## src/rtl/serdisp_pkg.sv

```systemverilog
package serdisp_pkg;
  localparam int BYTE_W = 8;
  localparam int HALVES = 2 * BYTE_W + 1;
  localparam int PH_W   = $clog2(HALVES);

  typedef enum logic {ST_IDLE, ST_SHIFT} seq_st_e;
endpackage

```

## src/rtl/serdisp_tick.sv

```systemverilog
module serdisp_tick #(
  parameter int HALF = 2
) (
  input  logic clk,
  input  logic rst_n,
  input  logic run,
  input  logic start,
  output logic tick
);
  localparam int CNT_W = (HALF > 1) ? $clog2(HALF) : 1;
  localparam logic [CNT_W-1:0] CNT_LAST = CNT_W'(HALF - 1);

  logic [CNT_W-1:0] cnt_q, cnt_d;
  logic             cnt_en;

  always_comb begin
    cnt_en = start || run;
    cnt_d  = cnt_q;
    if (start)
      cnt_d = '0;
    else if (cnt_q == CNT_LAST)
      cnt_d = '0;
    else
      cnt_d = cnt_q + 1'b1;
  end

  assign tick = run && !start && (cnt_q == CNT_LAST);

  always_ff @(posedge clk or negedge rst_n) begin
    if (!rst_n)
      cnt_q <= '0;
    else if (cnt_en)
      cnt_q <= cnt_d;
  end
endmodule

```

## src/rtl/serdisp_seq.sv

```systemverilog
module serdisp_seq
  import serdisp_pkg::*;
(
  input  logic clk,
  input  logic rst_n,
  input  logic start,
  input  logic abort,
  input  logic tick,
  input  logic mode_q,
  output logic active,
  output logic done,
  output logic shift_en,
  output logic sclk,
  output logic cs_n
);
  localparam logic [PH_W-1:0] PH_LAST = PH_W'(HALVES - 1);

  seq_st_e         st_q, st_d;
  logic [PH_W-1:0] ph_q, ph_d, ph_nx;
  logic            sclk_q, sclk_d;
  logic            csn_q, csn_d;
  logic            step, last;
  logic            sh_m0, sh_m1;

  always_comb begin
    step  = (st_q == ST_SHIFT) && tick && !abort && !start;
    last  = (ph_q == PH_LAST);
    ph_nx = ph_q + 1'b1;
    sh_m0 = !ph_nx[0] && (ph_nx >= PH_W'(2)) && (ph_nx <= PH_W'(2 * BYTE_W - 2));
    sh_m1 =  ph_nx[0] && (ph_nx >= PH_W'(3)) && (ph_nx <= PH_W'(2 * BYTE_W - 1));
    shift_en = step && !last && (mode_q ? sh_m1 : sh_m0);
    done     = step && last;

    st_d   = st_q;
    ph_d   = ph_q;
    sclk_d = sclk_q;
    csn_d  = csn_q;
    if (abort || done) begin
      st_d   = ST_IDLE;
      ph_d   = '0;
      sclk_d = 1'b0;
      csn_d  = 1'b1;
    end else if (start) begin
      st_d   = ST_SHIFT;
      ph_d   = '0;
      sclk_d = 1'b0;
      csn_d  = 1'b0;
    end else if (step) begin
      ph_d   = ph_nx;
      sclk_d = ph_nx[0];
    end
  end

  always_ff @(posedge clk or negedge rst_n) begin
    if (!rst_n) begin
      st_q   <= ST_IDLE;
      ph_q   <= '0;
      sclk_q <= 1'b0;
      csn_q  <= 1'b1;
    end else begin
      st_q   <= st_d;
      ph_q   <= ph_d;
      sclk_q <= sclk_d;
      csn_q  <= csn_d;
    end
  end

  assign active = (st_q == ST_SHIFT);
  assign sclk   = sclk_q;
  assign cs_n   = csn_q;
endmodule

```

## src/rtl/serdisp_shift.sv

```systemverilog
module serdisp_shift
  import serdisp_pkg::*;
(
  input  logic              clk,
  input  logic              rst_n,
  input  logic              load,
  input  logic              clear,
  input  logic              shift_en,
  input  logic [BYTE_W-1:0] din,
  input  logic              cmd,
  input  logic              mode_in,
  output logic              sdo,
  output logic              addr,
  output logic              mode_q
);
  logic [BYTE_W-1:0] sreg_q, sreg_d;
  logic              addr_q, addr_d;
  logic              mode_r, mode_d;

  always_comb begin
    sreg_d = sreg_q;
    addr_d = addr_q;
    mode_d = mode_r;
    if (clear) begin
      sreg_d = '0;
      addr_d = 1'b0;
      mode_d = 1'b0;
    end else if (load) begin
      sreg_d = din;
      addr_d = cmd;
      mode_d = mode_in;
    end else if (shift_en) begin
      sreg_d = {sreg_q[BYTE_W-2:0], 1'b0};
    end
  end

  always_ff @(posedge clk or negedge rst_n) begin
    if (!rst_n) begin
      sreg_q <= '0;
      addr_q <= 1'b0;
      mode_r <= 1'b0;
    end else begin
      sreg_q <= sreg_d;
      addr_q <= addr_d;
      mode_r <= mode_d;
    end
  end

  assign sdo    = sreg_q[BYTE_W-1];
  assign addr   = addr_q;
  assign mode_q = mode_r;
endmodule

```

## src/rtl/serdisp_shifter.sv

```systemverilog
module serdisp_shifter
  import serdisp_pkg::*;
#(
  parameter int DIV = 4
) (
  input  logic              clk,
  input  logic              rst_n,
  input  logic              ser_sel,
  input  logic              edge_mode,
  input  logic              wr_en,
  input  logic [BYTE_W-1:0] wr_data,
  input  logic              wr_cmd,
  output logic              busy,
  output logic              sd_data,
  output logic              sd_clk,
  output logic              sd_cs_n,
  output logic              sd_addr
);
  localparam int HALF = (DIV < 2) ? 1 : DIV / 2;

  logic [1:0] rst_sync_q;
  logic       rst_sync_n;
  logic       active, done, shift_en, tick;
  logic       accept, abort;
  logic       mode_q;

  always_ff @(posedge clk or negedge rst_n) begin
    if (!rst_n)
      rst_sync_q <= 2'b00;
    else
      rst_sync_q <= {rst_sync_q[0], 1'b1};
  end
  assign rst_sync_n = rst_sync_q[1];

  assign abort  = !ser_sel;
  assign accept = wr_en && ser_sel && !active;

  serdisp_tick #(.HALF(HALF)) u_tick (
    .clk   (clk),
    .rst_n (rst_sync_n),
    .run   (active),
    .start (accept),
    .tick  (tick)
  );

  serdisp_seq u_seq (
    .clk      (clk),
    .rst_n    (rst_sync_n),
    .start    (accept),
    .abort    (abort),
    .tick     (tick),
    .mode_q   (mode_q),
    .active   (active),
    .done     (done),
    .shift_en (shift_en),
    .sclk     (sd_clk),
    .cs_n     (sd_cs_n)
  );

  serdisp_shift u_shift (
    .clk      (clk),
    .rst_n    (rst_sync_n),
    .load     (accept),
    .clear    (abort || done),
    .shift_en (shift_en),
    .din      (wr_data),
    .cmd      (wr_cmd),
    .mode_in  (edge_mode),
    .sdo      (sd_data),
    .addr     (sd_addr),
    .mode_q   (mode_q)
  );

  assign busy = active;
endmodule

```

## config.mk

```make
export PLATFORM = sky130hd
export DESIGN_NAME = serdisp_shifter
export DESIGN_NICKNAME = d
export VERILOG_FILES = /design/src/rtl/serdisp_pkg.sv /design/src/rtl/serdisp_tick.sv /design/src/rtl/serdisp_seq.sv /design/src/rtl/serdisp_shift.sv /design/src/rtl/serdisp_shifter.sv
export SDC_FILE = /design/constraint.sdc
export NUM_CORES = 1
export LEC_CHECK = 0
export BUFFER_PORTS_ARGS = -buffer_cell sky130_fd_sc_hd__buf_2
export CAP_MARGIN = 20
export CORE_MARGIN = 5
export CORE_UTILIZATION = 53
export CTS_CLUSTER_SIZE = 10
export DETAILED_ROUTE_END_ITERATION = 6
export PLACE_DENSITY = 0.73
export SETUP_SLACK_MARGIN = 0.2
export SLEW_MARGIN = 20
export SYNTH_ARGS = -nofsm -noshare
export SYNTH_HDL_FRONTEND = slang
export SYNTH_SLANG_ARGS = --single-unit
```

## constraint.sdc

```tcl
create_clock -name clk -period 1.66 [get_ports clk]
set_input_delay 0.083 -clock clk [delete_from_list [all_inputs] [get_ports clk]]
set_output_delay 0.083 -clock clk [all_outputs]
set_load 0.1 [all_outputs]
```

[Word level (Yosys, flattened, before mapping)]
Cells that the tools add are included.
W data, S select, Z words.
Word-level totals
  word-level logic and storage cells: 60
  register bits: 21
  output and inout bits: 5
Operators by class
  order comparisons: 4
  equal/unequal tests: 1
  muxes and demuxes: 20
  add/sub/neg operators: 2
  reduce and logical (&&, ||, !) cells: 24
Operator list (number)
  $mux W8: 3
  $mux W5: 3
  $logic_and A1 B1 Y1: 14
  $mux W1: 14
  $ge A5 B2 Y1 const B: 2
  $le A5 B4 Y1 const B: 2
  $reduce_bool A3 Y1: 2
  $add A5 B1 Y5 const B: 1
  $eq A5 B5 Y1 const B: 1
  $logic_not A1 Y1: 5
  $logic_or A1 B1 Y1: 2
  $reduce_bool A2 Y1: 1
  $add A1 B1 Y1 const B: 1

[Logic depth before layout (Yosys ltp)]
  depth after elaboration: 13
  gate-level depth with buffers: 9
  depth with buffers taken out: 7

[By module]
From an unflattened synthesis, not the netlist that was laid out.
Unflattened totals
  cell total of the unflattened synthesis: 102
  area total of the unflattened synthesis: 1101.1 µm²
By module, submodules not included
  serdisp_shift: area an instance 501.7 µm², cells an instance 42, times used 1, seq. area each 250.2 µm²
  serdisp_seq: area an instance 479.2 µm², cells an instance 50, times used 1, seq. area each 176.4 µm²
  serdisp_shifter: area an instance 72.6 µm², cells an instance 6, times used 1, seq. area each 50.0 µm²
  serdisp_tick: area an instance 47.5 µm², cells an instance 4, times used 1, seq. area each 25.0 µm²

[Worst setup path after synthesis]
OpenSTA, ideal clock, no wires.
  path type: register -> register
  from: reg u_seq.ph_q[0]
  to: reg u_shift.sreg_q[0]
  stages on the path, launching flop included: 10
  path buffers: 2
  setup time: 0.122 ns
  arrival time: 2.866 ns
  slack: -1.328 ns
  data required time: 1.538 ns
  cell sequence: dfrtp_1 -> buf_2 -> inv_1 -> ha_1 -> and4b_4 -> nor4_4 -> nand4b_4 -> and2_4 -> buf_6 -> a32o_1
Between the ends
  cells in the longest elaborated chain, start to end: 7
RTL lines
  start: declaration: RTL line serdisp_seq.sv:19  | logic [PH_W-1:0] ph_q, ph_d, ph_nx;
  start signal: assignment: RTL line serdisp_seq.sv:62  | ph_q <= ph_d;
  $add A5 B1 Y5: RTL line serdisp_seq.sv:28  | ph_nx = ph_q + 1'b1;
  $ge A5 B2 Y1, or another cell as far along: RTL line serdisp_seq.sv:29  | sh_m0 = !ph_nx[0] && (ph_nx >= PH_W'(2)) && (ph_nx <= PH_W'(2 * BYTE_W - 2));
  $logic_and A1 B1 Y1 (on tied branches) (2 in a row): RTL line serdisp_seq.sv:29, serdisp_seq.sv:30
  $mux W1: RTL line serdisp_seq.sv:31  | shift_en = step && !last && (mode_q ? sh_m1 : sh_m0);
  $logic_and A1 B1 Y1: RTL line serdisp_seq.sv:31
  $reduce_bool A3 Y1 (no line)
  end signal: assignment: RTL line serdisp_shift.sv:43  | sreg_q <= sreg_d;
  end: declaration: RTL line serdisp_shift.sv:16  | logic [BYTE_W-1:0] sreg_q, sreg_d;
Several ways; a longest one is shown, not always the timed one.
A chain may end at the register's enable or synchronous reset.

[Worst setup path after layout]
Ends and elaborated chain as after synthesis.

==> impl_metrics.ini <==
[status]
status = complete, but fails checks
violations = setup timing

[routing]
routed_via_density = 5.400
firstDrtPassIters = 4
routed_wl_mm = 2.764
drt-initial-drc-count = 19
drc = 0
wire_per_inst_um = 15.36
antenna_left = 0
num_vias = 972

[clock_network]
cts_max_path_buffers = 2
clock-sinks = 20
cts_tree = yes
htreeDepth = 1
cts.clk_slew.worst_paths_ns = 0.12
clk-insertion-delay-late_ns = 0.30
cts_root_buffer = clkbuf_4
numCtsBuffers = 3

[finish]
final_layout_size_suffix_gt1_frac = 0.5461
fin_cells = 180
nets = 171
antenna_cells = 0
finalCoreUtilization = 0.7630
area_growth_pct = 41.32

[logic_synthesis]
synth-seq-cells = 20
synth_fa_ha_area_frac = 0.04315
synthFlopType = dfrtp_1
yosysWarnings = 0
synth_edf_count = 0
synthMuxAreaShare = 0
synth_top_family_by_area = compound AO/OA/AOI/OAI gates
ys_seq_area_frac = 0.4326
synth-simple-area-share = 0.1823
synth_compound_area_frac = 0.2157
yosys-top-cells-area = dfrtp_1, a311oi_2, a21oi_1
netlist_instances = 110
netlist.area_leader.share = 0.4099
ys_types = 37
yosysTopAreaCell = dfrtp_1
syn-cell-area_um2 = 1160
syn_area_per_cell_um2 = 10.54
synthXorXnorAreaFrac = 0.05286
async_reset_ff_frac = 1.000
synth_nets = 128
yosysMostFrequentCell = dfrtp_1
synth_top_cells_by_count = dfrtp_1, a21oi_1, nor2_1

[hold_path]
worstHoldPathType = in -> reg

[timing]
slew_viol_final = 0
max_freq_mhz = 519.8
clock_skew_ns = 0.007379
min_period_ns = 1.924
worst_pin_slew_ns = 0.6730
slew_headroom = 0.5513
fin_ws_ns = -0.2637
fin_tns_setup_ns = -1.774
finalHoldViolCount = 0
post-route-period-util = 1.159
rsz0062_at_grt = true
setup_viol = 8

[floorplan]
core_um2 = 2148
dieArea_um2 = 3224
num_rows = 17
io-pin-count = 19
initial_core_util = 0.5399
die_y_um = 56.78
die_w_um = 56.78

[job]
drv_cap = 0

[global_route]
antenna_found_initial = 0
grt_first_pass_wirelength_mm = 4.567
grt_max_degree = 17
track_usage = 0.1792
grt_pass1_vias = 1039
globalRouteOverflowTotal = 0

[place]
dp_hpwl_mm = 1.889
dpl.cell_count = 167
gp_congestion = 0.7918
place.port_buffers = 18

[pwr]
internal_power_mw = 0.8912
seqPwrFrac = 0.454
ir_drop_uv = 597.5
power.share.clock = 0.322
p_leak_nw = 0.7086
p_per_area_nw_per_um2 = 771.5
p_sw_mw = 0.3733
p_comb_frac = 0.224
power_switching_share = 0.2952

[critical_path]
arrival_ns = 2.12
worstSetupEndpointType = register
required_ns = 1.86
worstPathMaxFanout = 8
criticalPathCategory = reg -> reg
cp-start-kind = register
[timing repair]
item / 4_1_cts / 5_1_grt
setup buffers: 6 / 0
setup endpoints to repair: 15 / 18
hold endpoints to repair: 3 / 0
pin swaps: 7 / 2
resized for setup: 15 / 9
gates cloned: 1 / 0
hold buffers: 2 / 0
[routing by layer]
layer | part of all wire | track usage
met3 | 0.019 | 0.02299
met2 | 0.52 | 0.3152
met4 | 0.021 | 0.07616
met1 | 0.44 | 0.2170
met5 | 0 | 0
[layout by cell type (no fill, tap or decap), types with 2 or more instances in the layout]
cell type,n
a21oi_1,10
nor2_1,7
xnor2_1,5
nor2_2,5
a21oi_2,5
ha_1,2
dfrtp_4,2
buf_4,21
clkbuf_4,4
inv_1,9
nand3_2,2
a22o_1,2
a311oi_2,7
nor4_4,2
and3b_1,2
dlygate4sd3_1,2
dfrtp_1,17
buf_2,17
buf_6,4
nand4_1,2
[power groups by stage]
stage | combinational (mW) | clock (mW) | sequential, mW
global placement | 0.253 | 0 | 0.580
floorplan | 0.120 | 0 | 0.641
finish | 0.283 | 0.407 | 0.574
global route | 0.306 | 0.439 | 0.581
CTS | 0.280 | 0.407 | 0.574
detailed placement | 0.258 | 0 | 0.582
[area by class of cell]
class / count / area (um^2)
Multi-Input combinational cell: 72 / 683.2
Inverter: 11 / 43.79
Sequential cell: 20 / 509.2
Clock buffer: 3 / 22.52
Timing Repair Buffer: 45 / 315.3
Clock inverter: 1 / 30.03
Fill cell: 151 / 509.2
Tap cell: 28 / 35.03
[cells by family (layout without fill, tap and decap cells)]
kind of cell	Yosys count	count (layout)
adder cells (fa/ha/maj)	4	4
AND/OR/NAND/NOR	30	30
buffers and inverters	18	60
AO/OA/AOI/OAI	30	30
other	1	1
XOR/XNOR	7	7
flip-flops	20	20
[flip-flops by register name, indices dropped and copies added (netlist names)]
name and cells:
rst_sync_q 2, u_seq.active 1, u_seq.cs_n 1, u_seq.ph_q 5
u_shift.addr 1, u_shift.mode_q 1, u_shift.sreg_q 8, u_tick.cnt_q 1
[final timing paths]
kind,cells after the start,end,start,slack [ns]
worst max-delay path,7,u_shift.sreg_q[0],u_seq.ph_q[0],-0.26
worst min-delay path,2,u_shift.mode_q,edge_mode,0.006
worst max register to register,7,u_shift.sreg_q[0],u_seq.ph_q[0],-0.26
worst min register to register,0,u_shift.sreg_q[3],rst_sync_q[1],0.29
max in group asynchronous,0,u_seq.ph_q[0],rst_sync_q[1],0.87
min in group asynchronous,2,rst_sync_q[1],rst_n,0.08
[per-stage QoR]
stage	hold WS (ns)	worst slack (ns)	instance area [um^2]	power, mW
final	0.006115	-0.2637	1639	1.265
after global routing	0.003815	-0.3276	1639	1.325
after CTS	0.008509	-0.2737	1592	1.261
after detailed placement	-0.1229	-0.3256	1418	0.8394
after global placement	-0.1317	-0.2447	1418	0.8327
after floorplan	-0.2126	-0.5943	1205	0.7613
[worst max-delay path: stages (launching register included)]
cell      delay, ns
dfrtp_4        0.52
inv_4          0.07
ha_4           0.21
and4b_4        0.22
nor4_4         0.19
nand4b_4       0.17
and2_4         0.22
a32o_1         0.22
Note: power is estimated with default switching activity, not from simulation.
